$ cat src/rtl/ovl_sync_pkg.sv
`timescale 1ns/1ps
package ovl_sync_pkg;

   typedef enum logic {
      PH_EVEN = 1'b0,
      PH_ODD  = 1'b1
   } pair_phase_e;

   // true when pos lies in [start, start+len)
   function automatic logic in_span(input int unsigned pos,
                                    input int unsigned start,
                                    input int unsigned len);
      return (pos >= start) && ((pos - start) < len);
   endfunction

endpackage

$ cat src/rtl/ovl_pos_track.sv
`timescale 1ns/1ps
module ovl_pos_track #(
   parameter int POS_W  = 11,
   parameter int LINE_W = 11
) (
   input  logic              clk_i,
   input  logic              rst_ni,
   input  logic              line_act_i,
   input  logic              frame_start_i,
   output logic [POS_W-1:0]  pos_o,
   output logic [LINE_W-1:0] line_o
);
   localparam logic [POS_W-1:0]  POS_MAX  = {POS_W{1'b1}};
   localparam logic [LINE_W-1:0] LINE_MAX = {LINE_W{1'b1}};

   logic act_d;

   always_ff @(posedge clk_i or negedge rst_ni) begin
      if (!rst_ni) begin
         pos_o  <= '0;
         line_o <= '0;
         act_d  <= 1'b0;
      end else begin
         act_d <= line_act_i;
         if (!line_act_i)          pos_o <= '0;
         else if (pos_o != POS_MAX) pos_o <= pos_o + 1'b1;
         if (frame_start_i)
            line_o <= '0;
         else if (!line_act_i && act_d && line_o != LINE_MAX)
            line_o <= line_o + 1'b1;
      end
   end
endmodule

$ cat src/rtl/ovl_cfg_shadow.sv
`timescale 1ns/1ps
module ovl_cfg_shadow #(
   parameter int W = 8
) (
   input  logic         clk_i,
   input  logic         rst_ni,
   input  logic         line_act_i,
   input  logic [W-1:0] cfg_i,
   output logic [W-1:0] cfg_o
);
   always_ff @(posedge clk_i or negedge rst_ni) begin
      if (!rst_ni)          cfg_o <= '0;
      else if (!line_act_i) cfg_o <= cfg_i;
   end
endmodule

$ cat src/rtl/ovl_sync_gen.sv
`timescale 1ns/1ps
module ovl_sync_gen
   import ovl_sync_pkg::*;
#(
   parameter int POS_W  = 11,
   parameter int LINE_W = 11,
   parameter int LAT_W  = 6
) (
   input  logic              clk_i,
   input  logic              rst_ni,
   input  logic              line_act_i,
   input  logic [POS_W-1:0]  pos_i,
   input  logic [LINE_W-1:0] line_i,
   input  logic [POS_W-1:0]  hs_start_i,
   input  logic [POS_W-1:0]  hs_len_i,
   input  logic              hs_pol_i,
   input  logic [LINE_W-1:0] vs_line_i,
   input  logic [LAT_W-1:0]  latency_i,
   input  logic [POS_W-1:0]  pairs_i,
   output logic              hsync_o,
   output logic              vsync_o,
   output logic              cap_o,
   output logic              ovl_act_o
);
   logic                hs_act;
   logic                vs_q;
   logic                act_q;
   int unsigned         win_start;

   assign win_start = 32'(hs_start_i) + 32'(latency_i);
   assign cap_o     = line_act_i && in_span(32'(pos_i), win_start, 32'(pairs_i));

   always_ff @(posedge clk_i or negedge rst_ni) begin
      if (!rst_ni) begin
         hs_act <= 1'b0;
         vs_q   <= 1'b0;
         act_q  <= 1'b0;
      end else begin
         hs_act <= line_act_i && in_span(32'(pos_i), 32'(hs_start_i), 32'(hs_len_i));
         vs_q   <= line_act_i && (line_i == vs_line_i);
         act_q  <= cap_o;
      end
   end

   assign hsync_o   = hs_act ^ hs_pol_i;
   assign vsync_o   = vs_q;
   assign ovl_act_o = act_q;

   // no hsync pulse after a blanking edge
   p_hs_blank_r5: assert property (@(posedge clk_i) disable iff (!rst_ni)
      !$past(line_act_i) |-> !hs_act);
endmodule

$ cat src/rtl/ovl_pair_serializer.sv
`timescale 1ns/1ps
module ovl_pair_serializer
   import ovl_sync_pkg::*;
#(
   parameter int PIX_W      = 8,
   parameter int FIFO_DEPTH = 16
) (
   input  logic             clk_i,
   input  logic             rst_ni,
   input  logic             push_i,
   input  logic [PIX_W-1:0] even_i,
   input  logic [PIX_W-1:0] odd_i,
   output logic [PIX_W-1:0] pix_o,
   output logic             vld_o
);
   localparam int AW = $clog2(FIFO_DEPTH);
   localparam int EW = 2 * PIX_W;
   localparam logic [AW:0] CNT_FULL = (AW + 1)'(FIFO_DEPTH);

   logic [EW-1:0] ent_arr [FIFO_DEPTH];
   logic [AW-1:0] wr_ptr, rd_ptr;
   logic [AW:0]   cnt;
   pair_phase_e   phase;
   logic          pop;
   logic          out_odd_q;

   for (genvar i = 0; i < FIFO_DEPTH; i++) begin : g_ent
      logic [EW-1:0] ent_q;
      always_ff @(posedge clk_i) begin
         if (push_i && wr_ptr == AW'(i)) ent_q <= {even_i, odd_i};
      end
      assign ent_arr[i] = ent_q;
   end

   assign pop = (phase == PH_ODD);

   always_ff @(posedge clk_i or negedge rst_ni) begin
      if (!rst_ni) begin
         wr_ptr    <= '0;
         rd_ptr    <= '0;
         cnt       <= '0;
         phase     <= PH_EVEN;
         pix_o     <= '0;
         vld_o     <= 1'b0;
         out_odd_q <= 1'b0;
      end else begin
         if (push_i) wr_ptr <= wr_ptr + 1'b1;
         cnt <= cnt + (AW + 1)'(push_i) - (AW + 1)'(pop);
         if (phase == PH_EVEN) begin
            if (cnt != '0) begin
               pix_o     <= ent_arr[rd_ptr][EW-1:PIX_W];
               vld_o     <= 1'b1;
               out_odd_q <= 1'b0;
               phase     <= PH_ODD;
            end else begin
               vld_o <= 1'b0;
            end
         end else begin
            pix_o     <= ent_arr[rd_ptr][PIX_W-1:0];
            vld_o     <= 1'b1;
            out_odd_q <= 1'b1;
            rd_ptr    <= rd_ptr + 1'b1;
            phase     <= PH_EVEN;
         end
      end
   end

   // pair buffer never written while full
   p_no_overflow_r8: assert property (@(posedge clk_i) disable iff (!rst_ni)
      !(push_i && !pop && cnt == CNT_FULL));

   // the stream never stops between the two halves of a pair
   p_pair_complete_r7: assert property (@(posedge clk_i) disable iff (!rst_ni)
      $fell(vld_o) |-> $past(out_odd_q));
endmodule

$ cat src/rtl/ovl_sync_sampler.sv
`timescale 1ns/1ps
module ovl_sync_sampler #(
   parameter int PIX_W      = 8,
   parameter int POS_W      = 11,
   parameter int LINE_W     = 11,
   parameter int LAT_W      = 6,
   parameter int FIFO_DEPTH = 16
) (
   input  logic              clk_i,
   input  logic              rst_ni,
   input  logic              line_act_i,
   input  logic              frame_start_i,
   input  logic              gate_en_i,
   input  logic [POS_W-1:0]  cfg_hs_start_i,
   input  logic [POS_W-1:0]  cfg_hs_len_i,
   input  logic              cfg_hs_pol_i,
   input  logic [LINE_W-1:0] cfg_vs_line_i,
   input  logic [LAT_W-1:0]  cfg_latency_i,
   input  logic [POS_W-1:0]  cfg_pairs_i,
   input  logic [PIX_W-1:0]  pix_even_i,
   input  logic [PIX_W-1:0]  pix_odd_i,
   output logic              hsync_o,
   output logic              vsync_o,
   output logic              ovl_act_o,
   output logic              clk_en_o,
   output logic [PIX_W-1:0]  pix_o,
   output logic              pix_vld_o
);
   localparam int CFG_W = 3 * POS_W + 1 + LINE_W + LAT_W;

   initial begin
      a_depth_pow2: assert (FIFO_DEPTH >= 2 && (FIFO_DEPTH & (FIFO_DEPTH - 1)) == 0)
         else $error("FIFO_DEPTH must be a power of two of at least 2");
      a_widths: assert (PIX_W >= 1 && POS_W >= 2 && LINE_W >= 1 && LAT_W >= 1)
         else $error("field widths out of range");
   end

   logic [POS_W-1:0]  pos;
   logic [LINE_W-1:0] line_no;
   logic [CFG_W-1:0]  cfg_raw, cfg_sh;
   logic [POS_W-1:0]  sh_start, sh_len, sh_pairs;
   logic              sh_pol;
   logic [LINE_W-1:0] sh_vs;
   logic [LAT_W-1:0]  sh_lat;
   logic              cap;

   assign cfg_raw = {cfg_hs_start_i, cfg_hs_len_i, cfg_hs_pol_i,
                     cfg_vs_line_i, cfg_latency_i, cfg_pairs_i};
   assign {sh_start, sh_len, sh_pol, sh_vs, sh_lat, sh_pairs} = cfg_sh;

   ovl_pos_track #(.POS_W(POS_W), .LINE_W(LINE_W)) u_pos (
      .clk_i, .rst_ni, .line_act_i, .frame_start_i,
      .pos_o(pos), .line_o(line_no));

   ovl_cfg_shadow #(.W(CFG_W)) u_shadow (
      .clk_i, .rst_ni, .line_act_i, .cfg_i(cfg_raw), .cfg_o(cfg_sh));

   ovl_sync_gen #(.POS_W(POS_W), .LINE_W(LINE_W), .LAT_W(LAT_W)) u_sync (
      .clk_i, .rst_ni, .line_act_i, .pos_i(pos), .line_i(line_no),
      .hs_start_i(sh_start), .hs_len_i(sh_len), .hs_pol_i(sh_pol),
      .vs_line_i(sh_vs), .latency_i(sh_lat), .pairs_i(sh_pairs),
      .hsync_o, .vsync_o, .cap_o(cap), .ovl_act_o);

   ovl_pair_serializer #(.PIX_W(PIX_W), .FIFO_DEPTH(FIFO_DEPTH)) u_ser (
      .clk_i, .rst_ni, .push_i(cap), .even_i(pix_even_i), .odd_i(pix_odd_i),
      .pix_o, .vld_o(pix_vld_o));

   assign clk_en_o = ~gate_en_i | line_act_i;

   // capture and vsync only follow active edges
   p_no_blank_capture_r5: assert property (@(posedge clk_i) disable iff (!rst_ni)
      ovl_act_o |-> $past(line_act_i));
   p_vs_active_only_r4: assert property (@(posedge clk_i) disable iff (!rst_ni)
      vsync_o |-> $past(line_act_i));
endmodule

$ cat config.mk
export PLATFORM = sky130hd
export DESIGN_NAME = ovl_sync_sampler
export DESIGN_NICKNAME = d
export VERILOG_FILES = /design/src/rtl/ovl_sync_pkg.sv /design/src/rtl/ovl_pos_track.sv /design/src/rtl/ovl_cfg_shadow.sv /design/src/rtl/ovl_sync_gen.sv /design/src/rtl/ovl_pair_serializer.sv /design/src/rtl/ovl_sync_sampler.sv
export SDC_FILE = /design/constraint.sdc
export NUM_CORES = 1
export LEC_CHECK = 0
export BUFFER_PORTS_ARGS = -buffer_cell sky130_fd_sc_hd__buf_4
export CAP_MARGIN = 25
export CORE_MARGIN = 3
export CORE_UTILIZATION = 30
export DETAILED_ROUTE_END_ITERATION = 8
export HOLD_SLACK_MARGIN = 0.02
export PLACE_DENSITY_LB_ADDON = 0.3
export SYNTH_ARGS = -nofsm -noshare
export SYNTH_HDL_FRONTEND = slang
export SYNTH_SLANG_ARGS = --single-unit
$ cat constraint.sdc
create_clock -name clk_i -period 8.3 [get_ports clk_i]
set_clock_uncertainty 0.2 [all_clocks]
set_input_delay 0.415 -clock clk_i [delete_from_list [all_inputs] [get_ports clk_i]]
set_output_delay 0.415 -clock clk_i [all_outputs]
set_load 0.05 [all_outputs]
==> impl_metrics.toml, run 1 <==
[floorplan]
die_area_um2 = 55500
design.core.area_um2 = 51700
die_h_um = 236
io_pins = 85
start_util = 0.306
rows = 83
die_w_um = 236

[setup_path]
crit_required_ps = 8570
critPathLaunchType = "register"
worstReg2RegEnd = "u_ser.cnt[4]"
slowest_delay_ps = 500
cp-end-kind = "register"
rr_startpoint = "u_shadow.cfg_o[40]"
crit_top_cell = "ha_1"
r2r_cells = 29
cpMaxStageDelayCell = "a21oi_2"
critPathMaxFanout = 16
cp_data_arrival_time_ps = 6630
worst-setup-path-type = "register to register"
r2r_slack_ps = 1940

[pwr]
p_seq_frac = 0.394
power.density_nw_per_um2 = 272
pwr-share-comb = 0.253
power.leakage_nw = 7.38
p_int_mw = 3.85
pwr-share-clk = 0.353
ir_drop_mv = 0.160
power.switching_mw = 1.51
switching_share = 0.283
total_power_mw = 5.36

[clocking]
path_clk_slew_ps = 60
clock_latency_ps = 560
clock-sinks = 356
numCtsBuffers = 40
cts_setup_buffers = 0
cts_root_buf = "clkbuf_16"
h-tree-depth = 2
cts_tree = "built"
cts_buffer_depth = 3

[sta]
max_clock_freq_mhz = 157
slew_violations = 0
fin_ws_ps = 1940
maxSlewHeadroom = 0.406
setup_viol = 0
hold_viol = 0
min_period_ps = 6360
tightest_slew_ps = 890
setup_tns_ps = 0
rsz0062_at_grt = "false"
fin_crit_sh = 0.766

[placement]
dpl_worst_slack_ps = 2010
place_area_um2 = 17500
hpwlAfterDp_um = 23400
portBuffers = 84
place.gp.congestion = 0.789

[route]
drt_iter0_markers = 566
postRouteAntennaNets = 0
drt-total-wl_um = 35800
vias_per_cell = 4.77
drtPass1Iterations = 4
wl_per_cell_um = 19.2
vias = 8902
drcViolationCount = 0

[synth]
synth-seq-cells = 356
synthCells = 964
synth_cell_types = 57
avgSynthCellArea_um2 = 16.4
synthArstFlopShare = 0.281
synth_nets = 1102
netlist_area_um2 = 15800
synth_flop_cell = "edfxtp_1"
yosysSeqAreaShare = 0.644
synth_warnings = 0
synth_edf_count = 256

[finish]
finalCoreUtilization = 0.381
final_nets = 1291
synthToLayoutAreaGrowth_pct = 24.6
drive_above_1_share = 0.268
final_cell_mix = "256 x edfxtp_1, 98 x dfrtp_1, 93 x buf_4"
antenna_cells = 0
stdcell_area_um2 = 19700
final_common_cell = "edfxtp_1"

[global_routing]
grt_pass1_vias = 9532
grt_max_degree = 62
grt_antenna_before_repair = 0
grt_pass1_wl_um = 56300
grt_usage = 0.131
overflow = 0

[min_path]
worstHoldStart = "line_act_i"
min_path_cells = 1
hold_class = "primary input to register"
hold_end = "u_pos.act_d"

[outcome]
status = "complete, no violations"

[run]
maxCapViolations = 0
## cell type report
cell class              count  area, um^2
fillers                  4830       32000
flip-flops and latches    356       10200
multi-input cells         528        5310
repair buffers            177        1720
clock buffers              61        1260
well taps                 680         851
inverters                  50         188
clock inverters            13         185
## power groups by stage
stage          clock [mW]  combinational, mW  sequential [mW]
6_report             1.89               1.36             2.11
5_1_grt              2.02               1.49             2.13
4_1_cts              1.95               1.38             2.12
3_5_place_dp            0               1.35             2.15
3_3_place_gp            0               1.30             2.19
2_1_floorplan           0              0.981             2.14
## metrics by stage
step	std cells	hold WS (ps)
floorplan	964	-80.6
global placement	1707	229
detailed placement	1720	238
CTS	1863	145
global route	1865	187
finish	1865	173
## cell families (layout without fill, tap and decap cells)
family | Yosys count | after routing | share of synthesized area
and+or+nand+nor | 153 | 153 | 0.0493
xor gates and xnor gates | 57 | 57 | 0.0316
adders and majority gates | 66 | 66 | 0.0541
muxes | 151 | 151 | 0.158
buffers and inverters | 80 | 301 | 0.0206
DFF | 356 | 356 | 0.644
AOI/OAI and AO/OA | 101 | 101 | 0.0418
## critical path: cells and delay by family, from the launching register on
family,cells,cell delay (ps)
adders and majority gates,7,2060
AOI/OAI and AO/OA,8,1700
and+or+nand+nor,9,1440
DFF,1,370
xor gates and xnor gates,2,270
buffers and inverters,3,200
## flip-flops by register name, summed over array words and instances, names as in the netlist
| signal | cells |
|---|---|
| u_ser.rd_ptr | 4 |
| u_pos.line_o | 11 |
| u_ser.g_ent.ent_q | 256 |
| u_pos.act_d | 1 |
| u_shadow.cfg_o | 51 |
| u_ser.vld_o | 1 |
| u_ser.cnt | 5 |
| u_sync.vsync_o | 1 |
| u_sync.hs_act | 1 |
| u_sync.ovl_act_o | 1 |
| u_ser.pix_o | 8 |
| u_ser.wr_ptr | 4 |
| u_ser.phase | 1 |
| u_pos.pos_o | 11 |
## per-layer routing
| layer | global-route usage | vias up | routed length [um] |
|---|---|---|---|
| met2 | 0.220 | 189 | 17600 |
| met5 | 0 | - | 0 |
| met1 | 0.174 | 4549 | 15800 |
| met3 | 0.0224 | 59 | 1530 |
| li1 | - | 4105 | - |
| met4 | 0.0391 | 0 | 808 |
## cells in the mapped netlist (3+ instances only)
master	instances	area [um^2]
a211oi_1	5	37.5
a21o_1	9	67.6
a21oi_1	29	145
and2_1	6	37.5
and3_1	15	93.8
buf_1	3	11.3
buf_2	5	25.0
buf_4	3	22.5
clkbuf_1	18	67.6
dfrtp_1	100	2500
edfxtp_1	256	7690
fa_1	4	80.1
ha_1	62	776
inv_1	50	188
mux2_2	62	698
mux2i_1	16	160
mux4_2	72	1620
nand2_1	28	105
nand2b_1	6	37.5
nand3_1	13	65.1
nand4_1	11	68.8
nor2_1	42	158
nor2b_1	7	43.8
nor3_1	9	45.0
o211ai_1	4	30.0
o21a_1	8	60.1
o21ai_0	21	105
o221ai_1	8	70.1
or3_1	4	25.0
xnor2_1	40	350
xor2_1	17	149
## how the worst max path moves through the flow
stage	from	endpoint	depth (start not counted)
after floorplan	u_shadow.cfg_o[40]	u_ser.cnt[4]	29
after global placement	u_shadow.cfg_o[40]	u_ser.cnt[4]	28
after detailed placement	u_shadow.cfg_o[40]	u_ser.cnt[4]	29
after CTS	u_shadow.cfg_o[40]	u_ser.cnt[4]	29
after global routing	u_shadow.cfg_o[40]	u_ser.cnt[4]	29
final	u_shadow.cfg_o[40]	u_ser.cnt[4]	29
## repair_timing
item / 4_1_cts / 5_1_grt
endpoints found under the setup margin: 0 / 0
endpoints found under the hold margin: 357 / 0
resized for setup: 0 / 0
hold buffers: 69 / 0
Note: power is estimated with default switching activity, not from simulation.
==> run 2: changes to the inputs <==
==> constraint.sdc (replaced) <==
create_clock -name clk_i -period 5.3 [get_ports clk_i]
set_clock_uncertainty 0.2 [all_clocks]
set_input_delay 0.265 -clock clk_i [delete_from_list [all_inputs] [get_ports clk_i]]
set_output_delay 0.265 -clock clk_i [all_outputs]
set_load 0.05 [all_outputs]
==> impl_metrics.toml, run 2 (synthesized netlist as in run 1, its figures left out) <==
[setup_path]
cpMaxStageDelayCell = "or4b_4"
worst-setup-path-type = "register to register"
crit_family = "adder cells"
critPathMaxFanout = 3
critPathBufInv = 4
cp_data_arrival_time_ps = 5890
crit_required_ps = 5570
slowest_delay_ps = 530
r2r_slack_ps = -320
cp-end-kind = "register"
critPathLaunchType = "register"

[finish]
final_common_cell = "edfxtp_1"
final_nets = 1338
antenna_cells = 0
largest_reg_flops = 256
final_cell_mix = "256 x edfxtp_1, 134 x buf_4, 98 x dfrtp_1"
fill_cells = 4806
largest-register = "u_ser.g_ent.ent_q"
synthToLayoutAreaGrowth_pct = 26.9
drive_above_1_share = 0.314
finalCoreUtilization = 0.388
final_cell_count_no_fill = 1911
reg_top3 = "u_ser.g_ent.ent_q (256), u_shadow.cfg_o (51)"

[placement]
dp_cells = 1764
place.gp.congestion = 0.806
dpl_worst_slack_ps = -211
portBuffers = 84
hpwlAfterDp_um = 23100

[sta]
fin_crit_sh = 1.06
maxSlewHeadroom = 0.348
max_clock_freq_mhz = 178
rsz0062_at_grt = "true"
slew_violations = 0
fin_ws_ps = -318
setup_viol = 3
hold_slack_ps = 67.5
tightest_slew_ps = 978
hold_viol = 0
min_period_ps = 5620
setup_tns_ps = -621

[clocking]
clock_latency_ps = 560
path_clk_slew_ps = 60
numCtsBuffers = 40
h-tree-depth = 2
cts_buffer_depth = 3
cts_root_buf = "clkbuf_16"
clock-sinks = 356
cts_tree = "built"

[floorplan]
rows = 83
die_area_um2 = 55500
io_pins = 85
die_h_um = 236
die_w_um = 236
design.core.area_um2 = 51700
start_util = 0.306

[route]
drtPass1Iterations = 5
drt_iter0_markers = 550
drcViolationCount = 0
postRouteAntennaNets = 0
wl_per_cell_um = 19.3
drt-total-wl_um = 36900
vias_per_cell = 4.74
vias = 9056

[run]
maxCapViolations = 0

[pwr]
ir_drop_mv = 0.233
power.density_nw_per_um2 = 414
power.leakage_nw = 7.54

[global_routing]
grt_usage = 0.134
overflow = 0
grt_pass1_vias = 9716
grt_antenna_before_repair = 0
grt_pass1_wl_um = 57500
grt_max_degree = 61

[min_path]
hold_class = "primary input to register"

[outcome]
violations = "setup timing"
status = "finished, violations left"
## run 2: path summary, 6_finish.rpt
path / start / end / cells past startpoint
setup / recovery: u_shadow.cfg_o[11] / u_ser.cnt[4] / 30
hold / removal: line_act_i / u_pos.pos_o[1] / 4
setup reg to reg: u_shadow.cfg_o[11] / u_ser.cnt[4] / 30
hold reg to reg: u_shadow.cfg_o[10] / u_shadow.cfg_o[10] / 1
max in group asynchronous: rst_ni / u_ser.rd_ptr[0] / 3
min in group asynchronous: rst_ni / u_shadow.cfg_o[23] / 2
## run 2: layer usage
metal | vias up | track usage | share of wire | wire length (um)
li1 | 4210 | - | - | -
met3 | 50 | 0.0206 | 0.033 | 1200
met1 | 4619 | 0.178 | 0.44 | 16300
met4 | 0 | 0.0350 | 0.022 | 805
met5 | - | 0 | 0 | 0
met2 | 177 | 0.228 | 0.50 | 18600
## run 2: through the flow
stage / area (um^2) / power (mW)
final: 20100 / 8.31
after global routing: 20100 / 8.75
after CTS: 19900 / 8.38
after detailed placement: 17900 / 5.55
after global placement: 17900 / 5.53
after floorplan: 15800 / 4.91
## run 2: worst min-delay path, stage by stage
cell and delay, ps:
buf_4 90, inv_1 90, buf_4 220, nor2_1 110
## run 2: timing repair
action / 4_1_cts / 5_1_grt
gates resized for setup: 7 / 29
endpoints found under the hold margin: 377 / 0
pin swaps: 7 / 25
endpoints found under the setup margin: 3 / 260
hold buffers: 69 / 0
buffers inserted: 3 / 2
cloned: 0 / 1
## run 2: area by class of cell
type                    count  area, um^2  area share
repair buffers            224        2090       0.104
clock inverters            17         168     0.00836
inverters                  50         188     0.00935
flip-flops and latches    356       10200       0.508
well taps                 680         851      0.0424
clock buffers              56        1120      0.0559
multi-input cells         528        5450       0.271
## run 2: power by group
group	internal [mW]	leakage, nW	switching (mW)
clock network	1.59	0.635	1.14
registers	3.12	3.52	0.253
logic	1.20	3.38	1.01
total	5.91	7.54	2.39
